===== config.mk =====
export PLATFORM = sky130hd
export DESIGN_NAME = filter_gatekeeper
export DESIGN_NICKNAME = d
export VERILOG_FILES = /design/src/rtl/gk_pkg.sv /design/src/rtl/gk_req_reg.sv /design/src/rtl/gk_gate.sv /design/src/rtl/filter_gatekeeper.sv
export SDC_FILE = /design/constraint.sdc
export NUM_CORES = 1
export LEC_CHECK = 0
export BUFFER_PORTS_ARGS = -buffer_cell sky130_fd_sc_hd__buf_2
export CAP_MARGIN = 0
export CORE_MARGIN = 4
export CORE_UTILIZATION = 33
export CTS_CLUSTER_SIZE = 16
export DETAILED_ROUTE_END_ITERATION = 10
export PLACE_DENSITY = 0.89
export SYNTH_ARGS = -nofsm -noshare
export SYNTH_HDL_FRONTEND = slang
export SYNTH_SLANG_ARGS = --single-unit

===== constraint.sdc =====
create_clock -name clk -period 1.3 [get_ports clk]
set_clock_uncertainty 0.15 [all_clocks]
set_input_delay 0.065 -clock clk [delete_from_list [all_inputs] [get_ports clk]]
set_output_delay 0.065 -clock clk [all_outputs]
set_load 0.05 [all_outputs]

===== src/rtl/gk_pkg.sv =====
package gk_pkg;
  localparam int HALF_W = 16;

  typedef enum logic [1:0] {
    GK_SHUT  = 2'd0,
    GK_PASS  = 2'd1,
    GK_DRAIN = 2'd2
  } gk_state_e;

  // Ones in the positions of implemented filters.
  function automatic logic [HALF_W-1:0] impl_mask(input int nfilt);
    logic [HALF_W-1:0] m;
    m = '0;
    for (int i = 0; i < HALF_W; i++) if (i < nfilt) m[i] = 1'b1;
    return m;
  endfunction

  // Control word layout: status in the upper half, requests in the lower half.
  function automatic logic [2*HALF_W-1:0] pack_word(input logic [HALF_W-1:0] stat,
                                                    input logic [HALF_W-1:0] req);
    return {stat, req};
  endfunction
endpackage


===== src/rtl/gk_req_reg.sv =====
module gk_req_reg #(
  parameter int NUM_FILT = 4
) (
  input  logic                clk,
  input  logic                rst_n,
  input  logic                wr_en,
  input  logic [31:0]         wr_data,
  output logic [NUM_FILT-1:0] req_q
);
  // Bits beyond the implemented requests are dropped on purpose.
  logic unused_wr_bits;
  assign unused_wr_bits = ^wr_data[31:NUM_FILT];

  always_ff @(posedge clk or negedge rst_n) begin
    if (!rst_n)     req_q <= '0;
    else if (wr_en) req_q <= wr_data[NUM_FILT-1:0];
  end
endmodule


===== src/rtl/gk_gate.sv =====
module gk_gate
  import gk_pkg::*;
#(
  parameter int CNT_W = 8
) (
  input  logic             clk,
  input  logic             rst_n,
  input  logic             req,
  input  logic [CNT_W-1:0] cnt,
  output logic             open_o,
  output logic             accept_o
);
  gk_state_e state, state_nx;
  logic      drained;

  assign drained = (cnt == '0);

  always_comb begin
    state_nx = state;
    unique case (state)
      GK_SHUT:  if (req) state_nx = GK_PASS;
      GK_PASS:  if (!req) state_nx = GK_DRAIN;
      GK_DRAIN: if (req) state_nx = GK_PASS;
                else if (drained) state_nx = GK_SHUT;
      default:  state_nx = GK_SHUT;
    endcase
  end

  always_ff @(posedge clk or negedge rst_n) begin
    if (!rst_n) state <= GK_SHUT;
    else        state <= state_nx;
  end

  assign open_o   = (state != GK_SHUT);
  assign accept_o = (state == GK_PASS);

  p_open_follows_r5: assert property (@(posedge clk) disable iff (!rst_n)
    (state == GK_SHUT && req) |=> (open_o && accept_o));

  p_stop_new_r6: assert property (@(posedge clk) disable iff (!rst_n)
    !req |=> !accept_o);

  p_accept_needs_open_r6: assert property (@(posedge clk) disable iff (!rst_n)
    accept_o |-> open_o);

  p_close_after_drain_r7: assert property (@(posedge clk) disable iff (!rst_n)
    $fell(open_o) |-> ($past(drained) && !$past(req)));

  p_reopen_keeps_r8: assert property (@(posedge clk) disable iff (!rst_n)
    (state == GK_DRAIN && req) |=> (open_o && accept_o));
endmodule


===== src/rtl/filter_gatekeeper.sv =====
module filter_gatekeeper
  import gk_pkg::*;
#(
  parameter int NUM_FILT = 4,
  parameter int CNT_W    = 8
) (
  input  logic                      clk,
  input  logic                      rst_n,
  input  logic                      reg_wr,
  input  logic [31:0]               reg_wdata,
  output logic [31:0]               reg_rdata,
  input  logic [NUM_FILT*CNT_W-1:0] inflight_cnt,
  output logic [NUM_FILT-1:0]       gate_open,
  output logic [NUM_FILT-1:0]       accept_new
);
  localparam logic [HALF_W-1:0] IMPL = impl_mask(NUM_FILT);

  logic [NUM_FILT-1:0] req_q;
  logic [HALF_W-1:0]   req_w, stat_w;

  gk_req_reg #(.NUM_FILT(NUM_FILT)) u_req (
    .clk     (clk),
    .rst_n   (rst_n),
    .wr_en   (reg_wr),
    .wr_data (reg_wdata),
    .req_q   (req_q)
  );

  for (genvar n = 0; n < NUM_FILT; n++) begin : g_gate
    gk_gate #(.CNT_W(CNT_W)) u_gate (
      .clk      (clk),
      .rst_n    (rst_n),
      .req      (req_q[n]),
      .cnt      (inflight_cnt[n*CNT_W +: CNT_W]),
      .open_o   (gate_open[n]),
      .accept_o (accept_new[n])
    );
  end

  always_comb begin
    req_w  = '0;
    stat_w = '0;
    req_w[NUM_FILT-1:0]  = req_q;
    stat_w[NUM_FILT-1:0] = gate_open;
  end

  assign reg_rdata = pack_word(stat_w, req_w);

  p_req_capture_r2: assert property (@(posedge clk) disable iff (!rst_n)
    reg_wr |=> (reg_rdata[HALF_W-1:0] == ($past(reg_wdata[HALF_W-1:0]) & IMPL)));
endmodule


==> flow_metrics.py <==
metrics = {
    "finish": {
        "diodes": 0,
        "multi_input_area_sq_um": 415,
        "layout.cells.non_filler": 166,
        "drive_above_1_share_pct": 55.9,
        "fill_cells": 241,
        "seqCellArea_sq_um": 300,
        "synthToLayoutAreaGrowth_pct": 31.6,
        "final_nets": 205,
    },
    "detailed_routing": {
        "drcViolationCount": 0,
        "wl_per_cell_um": 11.0,
        "first_pass_iters": 3,
        "num_vias": 703,
        "viasPerCell": 4.23,
        "drt_iter0_drc": 5,
        "wirelength_um": 1830,
        "ant_nets": 0,
    },
    "yosys": {
        "ys_types": 11,
        "synth.area.top_cells": "buf_4 33%, dfrtp_1 33%, nor4_2 11%, mux2_2 4.9%, o21ba_1 4.4%",
        "syn_inst": 89,
        "ys_seq_area_share_pct": 32.8,
        "yosysWarningCount": 0,
        "synth_largest_area_cell": "buf_4",
        "post-synth-top-area-fraction_pct": 32.8,
        "syn-cell-area_sq_um": 915,
        "ys_seq_elements": 12,
        "syn_avg_cell_area_sq_um": 10.3,
    },
    "clock_tree": {
        "clk_pin_slew_ps": 60,
        "ctsLongestPathBuffers": 2,
        "cts_buffers": 3,
        "clkLatencyLatePin_ps": 260,
        "htree_levels": 1,
        "cts_root_buffer": "clkbuf_4",
        "clkSinkCount": 12,
        "cts_tree": "built",
    },
    "floorplan": {
        "ios": 107,
        "start_util_pct": 35.6,
        "core_area_sq_um": 2570,
        "die_area_sq_um": 3680,
        "die_y_um": 60.6,
        "rows": 18,
        "die_width_um": 60.6,
    },
    "worst_setup_path": {
        "critPathCaptureType": "primary output",
        "crit_type": "flip-flop to primary output",
        "reg2reg_setup_slack_ps": 200,
        "crit_buf_inv": 1,
        "worstPathCellList": "or2_4, buf_8",
        "cp.arrival_ps": 1100,
        "start_kind": "flip-flop",
        "crit_family": "flip-flops",
        "crit_fanout": 4,
        "required_ps": 1090,
        "cpMaxStageDelayCell": "dfrtp_1",
        "critPathMaxStageDelay_ps": 400,
    },
    "placed_design": {
        "dp_hpwl_um": 1400,
        "portBuffers": 54,
        "dp.cells": 156,
        "gp_congestion": 0.691,
    },
    "run_status": {
        "status": "finished, violations left",
        "violations": "setup timing",
    },
    "timing": {
        "period_minus_slack_ps": 1310,
        "maxSlewViolCount": 0,
        "rsz0062_at_grt": "true",
        "setup_viol": 7,
        "setup_tns_ps": -41.3,
        "max_freq_mhz": 762,
        "setup_ws_ps": -12.6,
        "period_share_pct": 101,
        "hold_violations": 0,
    },
    "global_routing": {
        "grt_max_degree": 13,
        "grtUsageTotal_pct": 10.3,
        "grt_pass1_wl_um": 2890,
        "antenna_found_initial": 0,
        "grt_overflow_total": 0,
        "grt_pass1_vias": 729,
    },
    "power_and_ir_drop": {
        "power_frac_clock_pct": 12.9,
        "p_leak_nw": 0.628,
        "power-per-cell-area_nw_per_um2": 1330,
        "power.net_switching_w": 0.000748,
        "p_sw_share_pct": 46.8,
        "peakVddDrop_mv": 0.754,
        "pwr-share-seq_pct": 29.5,
        "power_frac_comb_pct": 57.6,
        "internal_power_w": 0.000851,
    },
    "hold_path": {
        "hp-class": "primary input to flip-flop",
    },
    "job": {
        "drv_cap": 0,
    },
}
## what timing repair did
item,CTS,global route
pin swaps,0,2
hold buffers,6,0
gates resized for setup,27,7
endpoints found under the hold margin,16,0
endpoints found under the setup margin,12,12
setup buffers,1,0
## kinds of logic after synthesis
family	Yosys count	synth area share, %
flops	12	32.8
mux	4	4.92
simple gates	20	19.2
other cells	1	0.410
buf+inv	40	32.8
compound gates	12	9.85
## registers in the layout (all words and copies together) (netlist names)
| signal | flops |
|---|---|
| g_gate.u_gate.state | 8 |
| u_req.req_q | 4 |
## stage by stage
| stage | hold WS, ps | setup WS (ps) | util (%) | area [sq um] | power (W) |
|---|---|---|---|---|---|
| after floorplan | -381 | 224 | - | 1000 | 0.00122 |
| after global placement | -206 | 190 | 39.3 | 1010 | 0.00121 |
| after detailed placement | -204 | 178 | 39.3 | 1010 | 0.00122 |
| after CTS | 26.7 | -12.9 | 46.0 | 1180 | 0.00158 |
| after global routing | 47.2 | -53.5 | 46.9 | 1200 | 0.00167 |
| final | 34.6 | -12.6 | 46.9 | 1200 | 0.00160 |
## power by group through the flow
stage / sequential, W / clock [W] / combinational (W)
3_5_place_dp: 0.000473 / 0 / 0.000743
2_1_floorplan: 0.000461 / 0 / 0.000760
5_1_grt: 0.000482 / 0.000233 / 0.000960
6_report: 0.000471 / 0.000207 / 0.000921
3_3_place_gp: 0.000470 / 0 / 0.000738
4_1_cts: 0.000468 / 0.000218 / 0.000890
## cell usage in the layout, fill, tap and decap left out, drive strengths merged
cell type and instances:
a21boi 4, a21oi 4, buf 55, clkbuf 3, conb 24, dfrtp 12, dlygate4sd3 6, mux2 4
nand2b 4, nor2b 4, nor4 8, o21ba 4, or2 4
## tightest hold or removal path, cell delays in order
cell	delay, ps
buf_2	80
nor4_2	30
a21oi_1	110
o21ba_1	120
## synthesized netlist by cell type
cell,instances
conb_1,1
a21boi_0,4
or2_2,4
nor4_2,8
nand2b_1,4
mux2_2,4
dfrtp_1,12
a21oi_1,4
nor2b_1,4
o21ba_1,4
buf_4,40
## cell type report
type / instances / area share [%]
Multi-Input combinational cell: 60 / 34.5
Timing Repair Buffer: 61 / 35.6
Tap cell: 30 / 3.12
Clock buffer: 3 / 1.87
Sequential cell: 12 / 24.9
## path summary, 6_finish.rpt
kind                                      startpoint                        end  cells past startpoint
max                        g_gate[3].u_gate.state[0]               gate_open[3]                      2
min                                  inflight_cnt[6]  g_gate[0].u_gate.state[1]                      4
max reg2reg                g_gate[3].u_gate.state[1]  g_gate[3].u_gate.state[1]                      4
min reg2reg                g_gate[1].u_gate.state[0]  g_gate[1].u_gate.state[0]                      1
max in group asynchronous                      rst_n             u_req.req_q[1]                      2
min in group asynchronous                      rst_n  g_gate[0].u_gate.state[1]                      2
## routing by layer
layer	track usage [%]	routed length, um	vias to the layer above
met5	0	0	-
met4	4.33	18	0
li1	-	-	335
met2	20.0	961	57
met3	2.98	288	2
met1	9.97	561	309
(Power assumes the default switching activity.)
